<file path="config.mk">
export PLATFORM = sky130hd
export DESIGN_NAME = nvm_write_guard
export DESIGN_NICKNAME = d
export VERILOG_FILES = /design/src/rtl/nvm_guard_pkg.sv /design/src/rtl/guard_ctrl.sv /design/src/rtl/guard_dp.sv /design/src/rtl/nvm_write_guard.sv
export SDC_FILE = /design/constraint.sdc
export NUM_CORES = 1
export LEC_CHECK = 0
export ABC_AREA = 1
export BUFFER_PORTS_ARGS = -buffer_cell sky130_fd_sc_hd__clkbuf_2
export CAP_MARGIN = 25
export CORE_ASPECT_RATIO = 0.6
export CORE_UTILIZATION = 52
export CTS_CLUSTER_SIZE = 16
export DETAILED_ROUTE_END_ITERATION = 16
export PLACE_DENSITY = 0.88
export SLEW_MARGIN = 20
export SYNTH_ARGS = -nofsm -noshare
export SYNTH_HDL_FRONTEND = slang
export SYNTH_SLANG_ARGS = --single-unit
</file>
<file path="constraint.sdc">
create_clock -name clk -period 1.8 [get_ports clk]
set_input_delay 0.09 -clock clk [delete_from_list [all_inputs] [get_ports clk]]
set_output_delay 0.09 -clock clk [all_outputs]
set_load 0.05 [all_outputs]
</file>
<file path="src/rtl/nvm_guard_pkg.sv">
package nvm_guard_pkg;

  typedef enum logic [2:0] {
    OP_NONE  = 3'd0,
    OP_SETWE = 3'd1,
    OP_CLRWE = 3'd2,
    OP_WRARR = 3'd3,
    OP_WRSTS = 3'd4,
    OP_READ  = 3'd5
  } guardOp_e;

  typedef struct packed {
    logic       setWel;
    logic       clrWel;
    logic       loadStatus;
    logic       startCycle;
    logic       commitArr;
    logic [2:0] newProt;   // {pen, bp1, bp0}
  } guardStrb_t;

endpackage

</file>
<file path="src/rtl/guard_ctrl.sv">
module guard_ctrl
  import nvm_guard_pkg::*;
#(
  parameter int ADDR_W = 14
) (
  input  logic              csRise,
  input  logic              cmdComplete,
  input  logic [2:0]        cmdOp,
  input  logic [ADDR_W-1:0] cmdAddr,
  input  logic [7:0]        statusIn,
  input  logic              wpN,
  input  logic              welQ,
  input  logic              wipQ,
  input  logic              penQ,
  input  logic [1:0]        bpQ,
  output guardStrb_t        strb
);

  localparam int TOP = ADDR_W - 1;

  logic       evValid;
  logic [1:0] addrHi;
  logic       inGuard;
  logic       stsLocked;
  guardOp_e   op;

  assign op        = guardOp_e'(cmdOp);
  assign evValid   = csRise && cmdComplete;
  assign addrHi    = cmdAddr[TOP -: 2];
  assign stsLocked = penQ && !wpN;

  always_comb begin
    unique case (bpQ)
      2'b00:   inGuard = 1'b0;
      2'b01:   inGuard = (addrHi == 2'b11);
      2'b10:   inGuard = addrHi[1];
      default: inGuard = 1'b1;
    endcase
  end

  always_comb begin
    strb = '0;
    strb.newProt = {statusIn[7], statusIn[3:2]};
    if (evValid) begin
      case (op)
        OP_SETWE: strb.setWel = !wipQ;
        OP_CLRWE: strb.clrWel = 1'b1;
        OP_WRARR: begin
          if (!wipQ && welQ && !inGuard) begin
            strb.commitArr  = 1'b1;
            strb.startCycle = 1'b1;
            strb.clrWel     = 1'b1;
          end
        end
        OP_WRSTS: begin
          if (!wipQ && welQ && !stsLocked) begin
            strb.loadStatus = 1'b1;
            strb.startCycle = 1'b1;
            strb.clrWel     = 1'b1;
          end
        end
        default: ;
      endcase
    end
  end

endmodule

</file>
<file path="src/rtl/guard_dp.sv">
module guard_dp
  import nvm_guard_pkg::*;
#(
  parameter int WRITE_CYCLES = 50000
) (
  input  logic       clk,
  input  logic       rstN,
  input  guardStrb_t strb,
  output logic       welQ,
  output logic       wipQ,
  output logic       penQ,
  output logic [1:0] bpQ,
  output logic       commitQ
);

  localparam int CNT_W = $clog2(WRITE_CYCLES + 1);
  localparam logic [CNT_W-1:0] CNT_LOAD = CNT_W'(WRITE_CYCLES - 1);

  logic [CNT_W-1:0] cycCnt;

  always_ff @(posedge clk or negedge rstN) begin
    if (!rstN) begin
      welQ    <= 1'b0;
      wipQ    <= 1'b0;
      penQ    <= 1'b0;
      bpQ     <= 2'b00;
      cycCnt  <= '0;
      commitQ <= 1'b0;
    end else begin
      commitQ <= strb.commitArr;
      if (strb.clrWel)      welQ <= 1'b0;
      else if (strb.setWel) welQ <= 1'b1;
      if (strb.loadStatus) {penQ, bpQ} <= strb.newProt;
      if (strb.startCycle) begin
        wipQ   <= 1'b1;
        cycCnt <= CNT_LOAD;
      end else if (wipQ) begin
        if (cycCnt == '0) wipQ <= 1'b0;
        else              cycCnt <= cycCnt - 1'b1;
      end
    end
  end


  no_restart_chk: assert property (@(posedge clk) disable iff (!rstN)
    strb.startCycle |-> !wipQ);


  latch_drop_chk: assert property (@(posedge clk) disable iff (!rstN)
    strb.startCycle |=> !welQ);


  latch_rise_chk: assert property (@(posedge clk) disable iff (!rstN)
    $rose(welQ) |-> $past(strb.setWel));


  busy_rise_chk: assert property (@(posedge clk) disable iff (!rstN)
    $rose(wipQ) |-> $past(strb.startCycle));


  quiet_hold_chk: assert property (@(posedge clk) disable iff (!rstN)
    !(strb.setWel || strb.clrWel || strb.loadStatus) |=> $stable({penQ, bpQ, welQ}));

endmodule

</file>
<file path="src/rtl/nvm_write_guard.sv">
module nvm_write_guard
  import nvm_guard_pkg::*;
#(
  parameter int ADDR_W       = 14,
  parameter int WRITE_CYCLES = 50000
) (
  input  logic              clk,
  input  logic              rstN,
  input  logic              csRise,
  input  logic              cmdComplete,
  input  logic [2:0]        cmdOp,
  input  logic [ADDR_W-1:0] cmdAddr,
  input  logic [7:0]        statusIn,
  input  logic              wpN,
  output logic [7:0]        statusByte,
  output logic              commitOk,
  output logic              busy
);

  guardStrb_t strb;
  logic       welQ;
  logic       wipQ;
  logic       penQ;
  logic [1:0] bpQ;

  guard_ctrl #(.ADDR_W(ADDR_W)) uCtrl (
    .csRise(csRise), .cmdComplete(cmdComplete), .cmdOp(cmdOp),
    .cmdAddr(cmdAddr), .statusIn(statusIn), .wpN(wpN),
    .welQ(welQ), .wipQ(wipQ), .penQ(penQ), .bpQ(bpQ), .strb(strb)
  );

  guard_dp #(.WRITE_CYCLES(WRITE_CYCLES)) uDp (
    .clk(clk), .rstN(rstN), .strb(strb),
    .welQ(welQ), .wipQ(wipQ), .penQ(penQ), .bpQ(bpQ), .commitQ(commitOk)
  );

  assign statusByte = {penQ, 3'b000, bpQ, welQ, wipQ};
  assign busy       = wipQ;

endmodule

</file>
==> flow_summary_export.csv <==
group,metric,value,unit
critical_path,cp-end-kind,"flip-flop",
power,max-vdd-ir-drop,0.564,mV
critical_path,worst-path-buf-inv,2,
critical_path,cp_data_required_time,1.93,ns
critical_path,reg2regPathDepth,9,
clock_tree,clock-sinks,22,
drt,drtIter0Drc,125,
synthesis,synth_mux_area_share,0,%
critical_path,cpMostUsedCell,"nand3_1",
global_routing,first_global_vias,1272,
synthesis,ys_ff_latch,22,
critical_path,cpLargestDelayFamily,"simple AND/OR/NAND/NOR gates",
synthesis,synth_xor_area_share,1.70,%
sta,setup_tns,0,ns
clock_tree,cts.htree.levels,1,
floorplanning,die_h,44.2,um
critical_path,cp_slowest_cell,"dfrtp_1",
placement,place_congestion,0.959,
sta,skew,0.00407,ns
power,finalPower,0.855,mW
clock_tree,worstSkewPairLatency,0.27,ns
critical_path,worstReg2RegStart,"uDp.cycCnt[0]$_DFFE_PN0P_",
finish,final_util,62.7,%
finish,nNetsFinal,270,
floorplanning,num_io_pins,40,
finish,n_antenna_cell,0,
floorplanning,die_area,3200,sq um
sta,relSlewSlack,62.8,%
sta,grt_setup_unrepaired,"false",
placement,place_area,1620,sq um
clock_tree,cts_buffers,3,
synthesis,synthCells,220,
drt,routedWlPerCell,12.3,um
sta,worstMarginPinSlew,0.558,ns
critical_path,r2r-end,"uDp.cycCnt[6]$_DFFE_PN0P_",
sta,max_freq,0.612,GHz
min_path,min-delay-start,"statusIn[2]",
min_path,holdPathEnd,"uDp.bpQ[0]$_DFFE_PN0P_",
sta,hold_ws,0.0288,ns
finish,fin_area,1670,sq um
placement,post-place-ws,0.217,ns
power,power.density,512,nW/um^2
drt,drcViolationCount,0,
drt,vias_per_cell,5.04,
clock_tree,post_cts_resized,0,
sta,final-max-slew-violation-count,0,
synthesis,netlist_area,1550,sq um
synthesis,synth_cell_types,26,
sta,period_share,90.7,%
finish,instances_no_fill,276,
power,leakage,0.870,nW
floorplanning,initial_core_util,58.0,%
min_path,hp-class,"input pin to flip-flop",
placement,place_inst,272,
job,maxCapViolCount,0,
min_path,hold_depth,3,
synthesis,synth_area_leader_cell,"dfrtp_1",
drt,dr.pass1.iters,4,
clock_tree,clk_pin_slew,0.07,ns
critical_path,r2r_slack,0.17,ns
clock_tree,cts_root_buf,"clkbuf_8",
clock_tree,cts.path.max_buffers,2,
critical_path,path_max_fanout,17,
global_routing,grt_overflow,0,
global_routing,grt_max_degree,23,
synthesis,synth_top_family_by_area,"simple AND/OR/NAND/NOR gates",
drt,route.vias.total,1391,
critical_path,path_cells,"inv_1 -> ha_1 -> nand2_1 -> nor2_2 -> nand2_4 -> nand2_8 -> inv_2 -> nand3_1 -> nand3_1",
floorplanning,die_w,72.4,um
synthesis,synth_compound_area_share,4.21,%
synthesis,synth_fa_ha_area_share,1.62,%
synthesis,avgSynthCellArea,7.02,sq um
synthesis,ys_seq_area_share,35.6,%
clock_tree,cts_tree,"yes",
finish,drive_above_1_share,17.4,%
critical_path,cpPeakStageDelay,0.38,ns
sta,setup_viol,0,
global_routing,grtUsageTotal,24.7,%
synthesis,synth_warnings,0,
sta,fin_ws,0.167,ns
sta,hold_viol_final,0,
sta,min_period,1.63,ns
global_routing,antenna_found_initial,0,
synthesis,synth_area_leaders,"dfrtp_1, nand2_1, nor2_1",
run_status,status,"complete, no violations",
floorplanning,core,2660,sq um
placement,port_buffers,19,
drt,antenna_left,0,
placement,place_hpwl,2570,um
drt,totalWireLength,3380,um
synthesis,synthSimpleGateAreaFrac,43.4,%
critical_path,start_kind,"flip-flop",
floorplanning,rows,14,
critical_path,worstSetupPathType,"flip-flop to flip-flop",
critical_path,arrival,1.76,ns
synthesis,netlist.area_leader.share,35.6,%
finish,area_growth,8.02,%
global_routing,grt_pass1_wl,5820,um
==> cell usage in the layout (no fill, tap or decap), drive strengths merged <==
cell type / synthesis / routed
buf: 10 / 1
clkbuf: 0 / 22
conb: 1 / 3
dfrtp: 22 / 22
dlygate4sd3: 0 / 1
ha: 2 / 2
inv: 31 / 31
nand2: 58 / 58
nand3: 23 / 23
nand3b: 1 / 1
nand4: 6 / 6
nor2: 49 / 49
nor3: 1 / 1
nor4: 1 / 1
o211ai: 1 / 1
o21ai: 10 / 10
o31ai: 1 / 1
xor2: 3 / 3
==> worst min-delay path, stage by stage <==
cell	delay, ns
clkbuf_2	0.07
nand2_1	0.04
nand2_1	0.06
==> worst max path at each step <==
stage,cells past startpoint,slack [ns],startpoint,endpoint
6_report,9,0.17,uDp.cycCnt[0]$_DFFE_PN0P_,uDp.cycCnt[6]$_DFFE_PN0P_
5_1_grt,9,0.06,uDp.cycCnt[0]$_DFFE_PN0P_,uDp.cycCnt[2]$_DFFE_PN0P_
4_1_cts,9,0.18,uDp.cycCnt[0]$_DFFE_PN0P_,uDp.cycCnt[6]$_DFFE_PN0P_
3_5_place_dp,9,0.22,uDp.cycCnt[0]$_DFFE_PN0P_,uDp.cycCnt[5]$_DFFE_PN0P_
3_3_place_gp,9,0.24,uDp.cycCnt[0]$_DFFE_PN0P_,uDp.cycCnt[6]$_DFFE_PN0P_
2_1_floorplan,11,0.18,uDp.wipQ$_DFF_PN0_,uDp.cycCnt[14]$_DFFE_PN0P_
==> cells in the mapped netlist <==
library cell  instances
nand2_1              51
nor2_1               40
inv_1                29
nand3_1              23
dfrtp_1              22
buf_4                 6
nand4_1               6
o21ai_1               6
nor2_4                5
nand2_2               4
nor2_2                4
o21ai_0               4
xor2_1                3
buf_6                 2
ha_1                  2
inv_2                 2
nand2_8               2
buf_2                 1
buf_8                 1
conb_1                1
nand2_4               1
nand3b_1              1
nor3_1                1
nor4_1                1
o211ai_1              1
o31ai_1               1
==> timing repair <==
action                    in CTS  in global routing
setup buffers                  0                  0
hold buffers                   1                  0
hold endpoints to repair      22                  0
==> layout make-up <==
class                   instances  area, sq um
well taps                      40         50.0
repair buffers                 21          113
fillers                       242          993
clock buffers                   3         41.3
flip-flops and latches         22          551
multi-input cells             159          798
inverters                      31          116
==> where the power goes <==
part	switching (mW)	total, mW	internal, mW
Combinational	0.0378	0.0519	0.0141
Clock	0.158	0.308	0.150
Sequential	0.00127	0.496	0.495
==> kinds of logic (layout without fill, tap and decap cells) <==
group           Yosys count  count (layout)
buf+inv                  41              55
flops                    22              22
fa+ha+maj                 2               2
compound gates           12              12
xor+xnor                  3               3
simple gates            139             139
other cells               1               3
==> state kept, by name, indices dropped and copies added, names as in the netlist <==
signal	flops
uDp.welQ	1
uDp.penQ	1
uDp.cycCnt	16
uDp.commitQ	1
uDp.wipQ	1
uDp.bpQ	2
==> per-layer routing <==
metal | wire, um | global-route usage, % | vias to the layer above
met5 | 0 | 0 | -
met3 | 255 | 6.61 | 4
li1 | - | - | 712
met4 | 25 | 6.27 | 0
met2 | 1330 | 37.9 | 57
met1 | 1770 | 35.0 | 618
Power figures use the tool's default switching activity.
